**config.mk**
```make
export PLATFORM = sky130hd
export DESIGN_NAME = phase_tuner
export DESIGN_NICKNAME = d
export VERILOG_FILES = /design/src/rtl/phase_tuner.sv
export SDC_FILE = /design/constraint.sdc
export NUM_CORES = 1
export LEC_CHECK = 0
export ABC_AREA = 1
export BUFFER_PORTS_ARGS = -buffer_cell sky130_fd_sc_hd__buf_2
export CELL_PAD_IN_SITES_DETAIL_PLACEMENT = 1
export CELL_PAD_IN_SITES_GLOBAL_PLACEMENT = 2
export CORE_MARGIN = 4
export CORE_UTILIZATION = 30
export CTS_CLUSTER_DIAMETER = 200
export CTS_CLUSTER_SIZE = 25
export DETAILED_ROUTE_END_ITERATION = 12
export PLACE_DENSITY_LB_ADDON = 0.1
export SYNTH_ARGS = -nofsm -noshare
export SYNTH_HDL_FRONTEND = slang
export SYNTH_SLANG_ARGS = --single-unit
```
**constraint.sdc**
```tcl
create_clock -name clk -period 3.95 [get_ports clk]
set_input_delay 0.79 -clock clk [delete_from_list [all_inputs] [get_ports clk]]
set_output_delay 0.79 -clock clk [all_outputs]
set_load 0.1 [all_outputs]
```
**src/rtl/phase_tuner.sv**
```systemverilog
module phase_tuner #(
  parameter int PW    = 3,
  parameter int TMO_W = 32
) (
  input  logic          clk,
  input  logic          rst_n,
  input  logic          start_i,
  input  logic [PW-1:0] cur_phase_i,
  input  logic          res_vld_i,
  input  logic          res_pass_i,
  output logic          tmo_wr_o,
  output logic [TMO_W-1:0] tmo_val_o,
  output logic          trial_req_o,
  output logic [PW-1:0] phase_sel_o,
  output logic [PW-1:0] tuned_o,
  output logic          done_o,
  output logic          err_o
);
  localparam int NPH = 1 << PW;

  typedef enum logic [2:0] {S_IDLE, S_ARM, S_REQ, S_WAIT, S_SEL} st_t;
  st_t st_q;

  logic [PW-1:0]  start_q;
  logic [NPH-1:0] pass_q;
  logic           done_q, err_q;

  logic          hit5, hit3, hit1;
  logic [PW-1:0] c5, c3, c1, pick;

  assign tmo_wr_o    = (st_q == S_ARM);
  assign tmo_val_o   = '1;
  assign trial_req_o = (st_q == S_REQ);
  assign done_o      = done_q;
  assign err_o       = err_q;

  always_comb begin
    hit5 = 1'b0; hit3 = 1'b0; hit1 = 1'b0;
    c5 = '0; c3 = '0; c1 = '0;
    for (int i = NPH-1; i >= 0; i--) begin
      if (pass_q[i] && pass_q[(i+1)%NPH] && pass_q[(i+2)%NPH] &&
          pass_q[(i+NPH-1)%NPH] && pass_q[(i+NPH-2)%NPH]) begin
        hit5 = 1'b1; c5 = PW'(i);
      end
      if (pass_q[i] && pass_q[(i+1)%NPH] && pass_q[(i+NPH-1)%NPH]) begin
        hit3 = 1'b1; c3 = PW'(i);
      end
      if (pass_q[i]) begin
        hit1 = 1'b1; c1 = PW'(i);
      end
    end
    pick = hit5 ? c5 : hit3 ? c3 : c1;
  end

  always_ff @(posedge clk or negedge rst_n) begin
    if (!rst_n) begin
      st_q        <= S_IDLE;
      start_q     <= '0;
      pass_q      <= '0;
      phase_sel_o <= '0;
      tuned_o     <= '0;
      done_q      <= 1'b0;
      err_q       <= 1'b0;
    end else begin
      done_q <= 1'b0;
      err_q  <= 1'b0;
      case (st_q)
        S_IDLE: if (start_i) begin
          start_q     <= cur_phase_i;
          phase_sel_o <= cur_phase_i + 1'b1;
          pass_q      <= '0;
          st_q        <= S_ARM;
        end
        S_ARM:  st_q <= S_REQ;
        S_REQ:  st_q <= S_WAIT;
        S_WAIT: if (res_vld_i) begin
          if (res_pass_i) pass_q[phase_sel_o] <= 1'b1;
          if (phase_sel_o == start_q) st_q <= S_SEL;
          else begin
            phase_sel_o <= phase_sel_o + 1'b1;
            st_q        <= S_ARM;
          end
        end
        S_SEL: begin
          done_q <= 1'b1;
          err_q  <= ~hit1;
          if (hit1) begin
            phase_sel_o <= pick;
            tuned_o     <= pick;
          end
          st_q <= S_IDLE;
        end
        default: st_q <= S_IDLE;
      endcase
    end
  end
endmodule

```
==> run summary, run 1 <==
==================================================================================================
Standby leakage power                                                                     0.982 nW
Cell Int Power                                                                            0.622 mW
Remaining design rule violation count                                                            0
Global-route wire length before repair                                                     7250 um
Hold violation count in the final report                                                         0
Post-Place Setup Slack                                                                     2.04 ns
Sum of negative setup slack                                                                   0 ns
Setup CP Type                                                                              reg2out
WHS                                                                                       0.497 ns
# nets final                                                                                   273
Clock H-tree levels                                                                              1
Number of inserted diodes                                                                        0
Synthesized flop and latch total                                                                22
Maximum number of pins on one net before global-route repair                                    23
Top library cells by usage in the layout, fill and taps aside                         68 x nand2_1, 32 x conb_1, 24 x nor2_1
Transition time at the pin with the least slew margin                                     0.519 ns
Routed via count                                                                              1461
Syn Std Cell Area                                                                     0.00173 sq mm
Tmin final                                                                                 2.19 ns
Number of global-route vias before repair                                                     1547
CTS Root Cell                                                                             clkbuf_8
Net switching power                                                                        1.01 mW
Flop pwr share                                                                               0.272
Unrepaired setup endpoints after global routing                                              false
Vert. Die Dim                                                                                84 um
Nature of the critical path startpoint                                                    register
Worst vdd rail ir drop                                                                  0.000493 V
Final ANT Viol Nets                                                                              0
Initial core utilization                                                                     0.313
Clock sink count                                                                                22
Most common library cell in the layout ignoring fill and taps                              nand2_1
Skew-Pair Late Insertion Delay                                                             0.26 ns
Min-Delay Path Class                                                                      in2async
I/O pin total                                                                                   50
Total detailed-routing wirelength                                                          4090 um
Critical register-to-register path startpoint                                              st_q[2]
Largest buffer count on any clock path                                                           2
Die area                                                                              0.00706 sq mm
Final setup violating endpoints                                                                  0
Clock tree from TritonCTS                                                                    built
Capturing element type of the critical path                                             output pin
Post-route worst setup slack                                                               1.76 ns
WL per Instance                                                                            12.2 um
Antenna violations before repair                                                                 0
Post-CTS setup-driven buffer insertion count                                                     0
Layout Cell Area excl Fill                                                            0.00180 sq mm
Clock transition time at the flip-flop clock pins of the worst setup and hold paths        0.08 ns
Horizontal extent of the die                                                                 84 um
Part of the power in the clock network                                                       0.084
Crit share post-route                                                                        0.555
Post-DP Area                                                                          0.00176 sq mm
Average size of a mapped cell                                                           7.02 sq um
Last weighted congestion value of the routability-driven placer                              0.735
Switching share of total power                                                               0.618
Layout cell share with drive strength beyond 1                                               0.145
Required time of the critical path                                                         3.16 ns
Critical path launch point                                                                 st_q[0]
Final Slew Violations                                                                            0
Number of warnings printed during yosys synthesis                                                0
CORE AREA                                                                             0.00554 sq mm
Overflow after GRT                                                                               0
Count of cells resized by post-cts repair                                                        0
Count of distinct cell types in the synthesized netlist                                         32
Overall fraction of global-route tracks in use                                               0.125
Worst Skew                                                                              0.00267 ns
# hold bufs at CTS                                                                               0
Maximum capacitance violations                                                                   0
Number of buffers inserted by port buffering                                                    17
Initial detailed-routing violation count                                                        18
Post-DR vias/cell                                                                             4.37
Total iterations of the first detailed-routing run                                               4
CTS Buf Count                                                                                    3
Worst slew margin relative to its limit                                                      0.654
Achievable Freq                                                                            456 MHz
Portion of total power attributed to combinational logic                                     0.644
Layout overhead on the synthesized area                                                      3.83%
Post-synthesis sequential area ratio                                                         0.318
Result of the run                                                                     finished, final reports clean
Post-route insts no fill                                                                       334
Half-perimeter wire length after detailed placement                                        3390 um
Number of cells produced by synthesis                                                          247
Total power after layout                                                                   1.63 mW
Endpoint arrival time on the critical path                                                 1.40 ns
Row count                                                                                       27
Max FO, Critical Path                                                                            4
# placed instances                                                                             331
Final core area utilization                                                                  0.325
Areal power density over the cells                                                     905 mW/mm^2
==================================================================================================
[power by group through the flow]
stage / Combinational (mW) / Sequential (mW) / Clock [mW]
floorplan: 0.769 / 0.589 / 0
global placement: 1.06 / 0.451 / 0
detailed placement: 1.06 / 0.451 / 0
CTS: 1.07 / 0.447 / 0.145
global route: 1.17 / 0.467 / 0.157
finish: 1.05 / 0.443 / 0.137
[metal layers]
metal | global-route usage | part of all wire | routed length [um]
met5 | 0 | 0 | 0
met4 | 0.0307 | 0.0088 | 36
met3 | 0.0178 | 0.035 | 145
met2 | 0.225 | 0.51 | 2090
met1 | 0.155 | 0.44 | 1810
[final cells by class]
class | instances | area (sq um)
flip-flops and latches | 22 | 551
fillers | 747 | 3740
clock buffers | 3 | 41.3
repair buffers | 17 | 85.1
inverters | 27 | 106
well taps | 72 | 90.1
multi-input cells | 193 | 926
[synth_stat cells]
master    number  area share
nand3_1       20       0.058
a21oi_2        1      0.0051
buf_4         32        0.14
o21ai_4        1      0.0094
nand3b_1       1      0.0043
nor3_1         2      0.0058
nand2_1       68        0.15
nand3_4        2       0.020
a21oi_1       11       0.032
buf_2          3      0.0087
o21ai_0       10       0.029
dfrtp_1       22        0.32
or3b_2         1      0.0051
a21oi_4        1      0.0094
a31oi_1        2      0.0072
inv_4          2      0.0072
buf_6          1      0.0065
nand4_1        6       0.022
o21a_1         1      0.0043
xnor2_1        3       0.015
conb_1         1      0.0022
inv_1         19       0.041
inv_2          5       0.011
nor2_2         1      0.0036
nor2_1        24       0.052
clkinv_1       1      0.0022
nand3_2        1      0.0058
or2_4          1      0.0051
ha_1           1      0.0072
nor2_8         1       0.012
nand2_2        1      0.0036
o21ai_1        1      0.0029
[flip-flops by register name, indices dropped and copies added (netlist names)]
| register | flops |
|---|---|
| err_o | 1 |
| tuned_o | 3 |
| phase_sel_o | 3 |
| done_o | 1 |
| st_q | 3 |
| start_q | 3 |
| pass_q | 8 |
[worst paths after layout]
check	to	slack, ns	cells past startpoint
hold / removal	err_o	0.50	1
hold reg to reg	start_q[0]	0.50	2
setup / recovery	trial_req_o	1.76	4
min in group clk	start_q[0]	0.50	2
max in group asynchronous	st_q[2]	3.10	1
setup reg to reg	phase_sel_o[2]	2.27	9
[critical path, stage by stage, from the launching register on]
cell and delay, ns:
dfrtp_1 0.43, inv_1 0.09, nand2_1 0.05, nor2_1 0.12
buf_2 0.45
[cells by family after synthesis]
group | Yosys count | synth area share
buf+inv | 63 | 0.215
simple gates | 129 | 0.344
other cells | 1 | 0.00216
xor+xnor | 3 | 0.0152
flops | 22 | 0.318
fa+ha+maj | 1 | 0.00722
compound gates | 28 | 0.0989
Note: power is estimated with default switching activity, not from simulation.
==> run 2: changes to the inputs <==
--- a/config.mk
+++ b/config.mk
@@ -5,12 +5,12 @@
 export SDC_FILE = /design/constraint.sdc
 export NUM_CORES = 1
 export LEC_CHECK = 0
-export ABC_AREA = 1
+export ABC_AREA = 0
 export BUFFER_PORTS_ARGS = -buffer_cell sky130_fd_sc_hd__buf_2
 export CELL_PAD_IN_SITES_DETAIL_PLACEMENT = 1
 export CELL_PAD_IN_SITES_GLOBAL_PLACEMENT = 2
 export CORE_MARGIN = 4
-export CORE_UTILIZATION = 30
+export CORE_UTILIZATION = 27
 export CTS_CLUSTER_DIAMETER = 200
 export CTS_CLUSTER_SIZE = 25
 export DETAILED_ROUTE_END_ITERATION = 12
==> constraint.sdc (replaced) <==
create_clock -name clk -period 2 [get_ports clk]
set_input_delay 0.4 -clock clk [delete_from_list [all_inputs] [get_ports clk]]
set_output_delay 0.4 -clock clk [all_outputs]
set_load 0.1 [all_outputs]
==> run 2 against run 1 <==
Sequential power increased by 120%. Sequential share of layout area decreased by 0.35 points. Final area increased by 2.1%. Setup slack got worse by 1.6 ns. Worst hold slack got worse by 0.40 ns. Via count decreased by 5.3%. Total power increased by 110%. Area after synthesis decreased by 1.7%. Critical path depth decreased by 1. Wire length increased by 9.9%. Flip-flop and latch count unchanged. Critical path type unchanged.
==> run summary, run 2 <==
==================================================================================================
Result of the run                                                                     finished, final reports clean
Clock transition time at the flip-flop clock pins of the worst setup and hold paths        0.09 ns   about the same
# placed instances                                                                             293   -11%
Overflow after GRT                                                                               0   unchanged
Critical path, cell by cell                                                           buf_4 > nor2b_2 > buf_2
Dominant cells by area after synthesis                                                dfrtp_1 32%, buf_4 15%, nor2_1 5.7%, a21oi_1 4.7%, nand2_1 3.5%
Post-route worst setup slack                                                              0.161 ns   -1.60 ns
Clock H-tree levels                                                                              1   unchanged
Count of distinct cell types in the synthesized netlist                                         49   +53%
Endpoint arrival time on the critical path                                                 1.44 ns   +0.04 ns
CP Buf/Inv Count                                                                                 2   unchanged
Remaining design rule violation count                                                            0   unchanged
Min-Delay Path Class                                                                      in2async
Horizontal extent of the die                                                               87.4 um   +4.1%
Post-Place Setup Slack                                                                    0.141 ns   -1.90 ns
Critical-path top delay cell                                                               dfrtp_1
Standby leakage power                                                                     0.842 nW   -14%
Worst vdd rail ir drop                                                                  0.000661 V   +34%
Most common library cell in the layout ignoring fill and taps                               conb_1
Post-route insts no fill                                                                       297   -11%
Number of cells on the worst reg-to-reg path                                                     6   -3
Total iterations of the first detailed-routing run                                               3   -1
Number of inserted diodes                                                                        0   unchanged
Total detailed-routing wirelength                                                          4490 um   +9.9%
Post-DR vias/cell                                                                             4.66   +6.5%
Tmin final                                                                                 1.84 ns
Number of warnings printed during yosys synthesis                                                0   unchanged
Commonest register cell after synthesis                                                    dfrtp_1
Global-route wire length before repair                                                     7400 um   +2.1%
Synthesized flop and latch total                                                                22   unchanged
Final ANT Viol Nets                                                                              0   unchanged
Library cell with the highest instance count after synthesis                                 buf_4
CTS Root Cell                                                                             clkbuf_8
Post-synthesis sequential area ratio                                                         0.323   +0.00560
FFs w/ async S/R, synth                                                                       1.00   unchanged
Largest buffer count on any clock path                                                           2   unchanged
# hold bufs at CTS                                                                               0   unchanged
Post-CTS setup-driven buffer insertion count                                                     0   unchanged
Delay-heaviest family, CP                                                             buffers and inverters
Largest area contributor in the synthesized netlist                                        dfrtp_1
Most frequent cells after synthesis                                                   35 x buf_4, 26 x nor2_1, 22 x dfrtp_1
Capturing point of the worst reg2reg path                                             phase_sel_o[0]
Unrepaired setup endpoints after global routing                                              false
Maximum capacitance violations                                                                   0   unchanged
Number of global-route vias before repair                                                     1474   -4.7%
Clock tree from TritonCTS                                                                    built
Layout overhead on the synthesized area                                                      7.86%
Count of cells resized by post-cts repair                                                        0   unchanged
Largest Register                                                                            pass_q
Initial detailed-routing violation count                                                        50   +32
Final Slew Violations                                                                            0   unchanged
Required time of the critical path                                                         1.60 ns   -1.56 ns
Worst slew margin relative to its limit                                                      0.653   -0.000848
Worst setup slack for register-to-register paths                                           0.16 ns   -2.11 ns
Critical register-to-register path startpoint                                            pass_q[2]
Transition time at the pin with the least slew margin                                     0.520 ns   +0.00127 ns
Achievable Freq                                                                            544 MHz
Overall fraction of global-route tracks in use                                               0.122   -0.00287
CP peak stage delay                                                                        0.48 ns   +0.03 ns
Top library cells by usage in the layout, fill and taps aside                         32 x conb_1, 26 x nor2_1, 18 x dfrtp_1
CORE AREA                                                                             0.00603 sq mm   +8.8%
Number of flip-flops under the largest register name                                             8   unchanged
Maximum number of pins on one net before global-route repair                                    23   unchanged
Setup CP Type                                                                              reg2out
# nets final                                                                                   232   -15%
Clock sink count                                                                                22   unchanged
Nature of the critical path startpoint                                                    register
Crit share post-route                                                                        0.920
I/O pin total                                                                                   50   unchanged
Number of synthesized flops with an enable pin                                                   0   unchanged
Number of cells produced by synthesis                                                          204   -17%
Last weighted congestion value of the routability-driven placer                              0.786   +6.9%
Final setup violating endpoints                                                                  0   unchanged
Antenna violations before repair                                                                 0   unchanged
Yosys top cell area share                                                                    0.323   +0.00560
Max FO, Critical Path                                                                            6   +2
CTS Buf Count                                                                                    3   unchanged
Layout cell share with drive strength beyond 1                                               0.248   +0.103
Die area                                                                              0.00764 sq mm   +8.3%
Syn Std Cell Area                                                                     0.00170 sq mm   -1.7%
Areal power density over the cells                                                    1830 mW/mm^2   +100%
Initial core utilization                                                                     0.283   -0.0302
Worst Skew                                                                              0.00716 ns   +0.00449 ns
Vert. Die Dim                                                                              87.4 um   +4.1%
Hold violation count in the final report                                                         0   unchanged
Average size of a mapped cell                                                           8.35 sq um   +19%
Row count                                                                                       28   +3.7%
Final core area utilization                                                                  0.305   -0.0199
Routed via count                                                                              1384   -5.3%
Number of buffers inserted by port buffering                                                    17   unchanged
Capturing element type of the critical path                                             output pin
Skew-Pair Late Insertion Delay                                                             0.26 ns   about the same
Half-perimeter wire length after detailed placement                                        3520 um   +3.6%
WL per Instance                                                                            15.1 um   +24%
==================================================================================================
-- run 2: cell count changes in the layout (fill, tap and decap cells not counted), sizes merged, moves of 3 or more --
| cell | delta |
|---|---|
| nor3 | +6 |
| nor2b | +6 |
| inv | -21 |
| buf | +10 |
| nand3 | -19 |
| nand4 | -6 |
| nand2 | -52 |
| mux2 | +5 |
| o211ai | +3 |
| a21oi | +4 |
| and3 | +3 |
-- run 2: metal layers --
| layer | global-route usage | part of all wire |
|---|---|---|
| met1 | 0.163 | 0.46 |
| met2 | 0.205 | 0.51 |
| met3 | 0.0265 | 0.034 |
| met4 | 0.0167 | 0.0022 |
| met5 | 0 | 0 |
-- run 2: cell families after synthesis --
family / after synthesis / synth area share
xor gates and xnor gates: 5 / 0.0257
buffers and inverters: 49 / 0.203
AOI/OAI and AO/OA: 48 / 0.192
muxes: 5 / 0.0353
adders and majority gates: 1 / 0.00735
other: 1 / 0.00220
and+or+nand+nor: 73 / 0.212
DFF: 22 / 0.323
-- run 2: worst reg2reg max path, cell delays in order, from the launching register on --
cell and delay, ns:
dfrtp_1 0.63, nand2_1 0.14, a21boi_0 0.15, a311oi_1 0.34, o2bb2ai_1 0.11, a21oi_1 0.25, o211ai_1 0.12
-- run 2: cell type report --
class	instances	area [sq um]
fillers	754	4190
multi-input cells	164	953
flip-flops and latches	22	556
repair buffers	27	160
well taps	75	93.8
clock buffers	4	55.1
inverters	5	18.8
-- run 2: worst max-delay path by stage --
| stage | from | endpoint | cells after the start |
|---|---|---|---|
| CTS | pass_q[3] | phase_sel_o[2] | 7 |
| global route | st_q[2] | phase_sel_o[2] | 9 |
| floorplan | st_q[2] | tmo_wr_o | 2 |
| global placement | st_q[1] | phase_sel_o[2] | 9 |
| detailed placement | st_q[1] | phase_sel_o[2] | 9 |
| finish | st_q[0] | trial_req_o | 3 |
-- run 2: stage by stage --
step,hold WS [ns],power [mW],area [sq um],TNS (ns)
after CTS,0.113,3.36,1820,0
after detailed placement,0.410,3.01,1760,0
final,0.0975,3.36,1840,0
after global placement,0.413,3.00,1760,0
after global routing,0.116,3.61,1840,0
after floorplan,0.104,2.66,1830,-0.120
-- run 2: power by group --
part	internal (mW)	switching, mW	leakage [nW]
clock	0.176	0.151	0.0288
combinational	0.643	1.40	0.540
sequential	0.621	0.368	0.274
total	1.44	1.92	0.842
==> run 3: changes to the inputs <==
--- a/config.mk
+++ b/config.mk
@@ -15,6 +15,7 @@
 export CTS_CLUSTER_SIZE = 25
 export DETAILED_ROUTE_END_ITERATION = 12
 export PLACE_DENSITY_LB_ADDON = 0.1
+export REMOVE_ABC_BUFFERS = 1
 export SYNTH_ARGS = -nofsm -noshare
 export SYNTH_HDL_FRONTEND = slang
 export SYNTH_SLANG_ARGS = --single-unit
==> run 3 against run 2 <==
Sequential power is 0.5% lower. Flip-flop and latch count stayed put. Non-clock buffer count is 2 lower. Wire length is 1.1% lower. Global-route usage is 0.38 points higher. Clock skew is 0.0052 ns lower. Worst hold slack better by 0.014 ns. Core utilization is 0.77 points lower. Via count is 0.87% higher. First-iteration DRC count stayed put. Clock power is 17% lower.
==> run summary, run 3 (synthesis gave the netlist of run 2 again) <==
==================================================================================================
Final setup violating endpoints                                                                  0   unchanged
Initial core utilization                                                                     0.283   unchanged
Worst slew margin relative to its limit                                                      0.651   -0.00200
Standby leakage power                                                                     0.818 nW   -2.9%
Top library cells by usage in the layout, fill and taps aside                         32 x conb_1, 26 x nor2_1, 18 x dfrtp_1
Tmin final                                                                                 1.87 ns   +0.0323 ns
Max FO, Critical Path                                                                            5   -1
Capturing element type of the critical path                                               register
WL per Instance                                                                            15.1 um   -0.10%
Final Slew Violations                                                                            0   unchanged
Global routing usage on met1                                                                 0.163   about the same
Remaining design rule violation count                                                            0   unchanged
Overall fraction of global-route tracks in use                                               0.126   +0.00383
Min-Delay Path Class                                                                      in2async
Half-perimeter wire length after detailed placement                                        3470 um   -1.3%
Global-route wire length before repair                                                     7660 um   +3.6%
Largest Register                                                                            pass_q
Nature of the critical path startpoint                                                    register
Hold violation count in the final report                                                         0   unchanged
Required time of the critical path                                                         2.18 ns   +0.58 ns
Setup CP Type                                                                              reg2reg
Last weighted congestion value of the routability-driven placer                              0.793   +0.93%
Worst setup slack for register-to-register paths                                           0.13 ns   -0.03 ns
Clock transition time at the flip-flop clock pins of the worst setup and hold paths        0.08 ns   about the same
Die area                                                                              0.00764 sq mm   unchanged
Layout cell share with drive strength beyond 1                                               0.224   -0.0240
Number of buffers inserted by port buffering                                                    17   unchanged
Vert. Die Dim                                                                              87.4 um   unchanged
Most common library cell in the layout ignoring fill and taps                               conb_1
Maximum capacitance violations                                                                   0   unchanged
Largest buffer count on any clock path                                                           2   unchanged
Final ANT Viol Nets                                                                              0   unchanged
Post-DR vias/cell                                                                             4.75   +1.9%
Transition time at the pin with the least slew margin                                     0.523 ns   +0.00301 ns
Total detailed-routing wirelength                                                          4440 um   -1.1%
CORE AREA                                                                             0.00603 sq mm   unchanged
Final core area utilization                                                                  0.297   -0.00768
Clock H-tree levels                                                                              1   unchanged
CTS Buf Count                                                                                    3   unchanged
Global-route met2 utilization                                                                0.218   +0.0130
WHS                                                                                       0.111 ns   +0.0137 ns
Number of inserted diodes                                                                        0   unchanged
I/O pin total                                                                                   50   unchanged
Antenna violations before repair                                                                 0   unchanged
Total iterations of the first detailed-routing run                                               4   +1
Skew-Pair Late Insertion Delay                                                             0.25 ns   about the same
Number of flip-flops under the largest register name                                             8   unchanged
# nets final                                                                                   230   -0.86%
Clock sink count                                                                                22   unchanged
Routed via count                                                                              1396   +0.87%
Unrepaired setup endpoints after global routing                                               true
Achievable Freq                                                                            534 MHz   -1.7%
Row count                                                                                       28   unchanged
Initial detailed-routing violation count                                                        50   unchanged
Worst Skew                                                                              0.00194 ns   -0.00522 ns
Clock tree from TritonCTS                                                                    built
Layout overhead on the synthesized area                                                      5.14%
Result of the run                                                                     finished, final reports clean
Worst vdd rail ir drop                                                                  0.000886 V   +34%
Met3 GRT Util                                                                               0.0123   -0.0142
Overflow after GRT                                                                               0   unchanged
Crit share post-route                                                                        0.936   +0.0161
Maximum number of pins on one net before global-route repair                                    23   unchanged
CTS Root Cell                                                                             clkbuf_8
Global routing's busiest layer                                                                met2
Horizontal extent of the die                                                               87.4 um   unchanged
Areal power density over the cells                                                    1840 mW/mm^2   +0.66%
Number of global-route vias before repair                                                     1547   +5.0%
Endpoint arrival time on the critical path                                                 2.06 ns   +0.62 ns
==================================================================================================
-- run 3: power breakdown --
group          leakage, nW  switching, mW  internal (mW)
sequential           0.273          0.364          0.620
clock               0.0216          0.138          0.134
combinational        0.524           1.41          0.624
total                0.818           1.91           1.38
-- run 3: per-stage QoR --
stage / TNS [ns] / cells / worst slack (ns) / area [sq um] / power [mW]
floorplan: -3.62 / 191 / -1.10 / 1490 / 2.47
global placement: 0 / 291 / 0.121 / 1740 / 3.01
detailed placement: 0 / 291 / 0.108 / 1740 / 3.02
CTS: 0 / 294 / 0.0823 / 1780 / 3.30
global route: -0.00301 / 294 / -0.00301 / 1790 / 3.54
finish: 0 / 294 / 0.129 / 1790 / 3.29
-- run 3: worst paths after layout --
| path | from | endpoint | depth (start not counted) |
|---|---|---|---|
| worst min-delay path | rst_n | start_q[2] | 1 |
| min in group clk | cur_phase_i[1] | start_q[1] | 2 |
| worst max register to register | st_q[1] | phase_sel_o[2] | 9 |
| worst max-delay path | st_q[1] | phase_sel_o[2] | 9 |
| max in group asynchronous | rst_n | pass_q[0] | 1 |
| worst min register to register | tuned_o[2] | tuned_o[2] | 1 |
-- run 3: repair_timing --
action / in CTS / in global routing
setup buffers: 0 / 0
hold buffers: 0 / 0
resized for setup: 0 / 5
endpoints found under the setup margin: 0 / 3
-- run 3: critical path, cell delays in order, from the launching register on --
cell	delay, ns
dfrtp_1	0.38
nor2b_4	0.14
nand2_2	0.12
mux2_2	0.35
ha_1	0.23
xor2_1	0.14
o21ai_0	0.10
a21oi_1	0.17
nor3_1	0.06
a21oi_1	0.12
-- run 3: layer usage --
metal  up-vias  wire (um)  part of all wire
met2        36       2230              0.50
li1        668          -                 -
met1       686       2010              0.45
met3         6        130             0.029
met5         -          0                 0
met4         0         67             0.015
-- run 3: area by class of cell --
type	instances	area [sq um]
fill	742	4240
multi-input combinational	164	936
clock buffer	3	41.3
tap	75	93.8
inverter	5	18.8
sequential	22	556
timing repair buffer	25	145
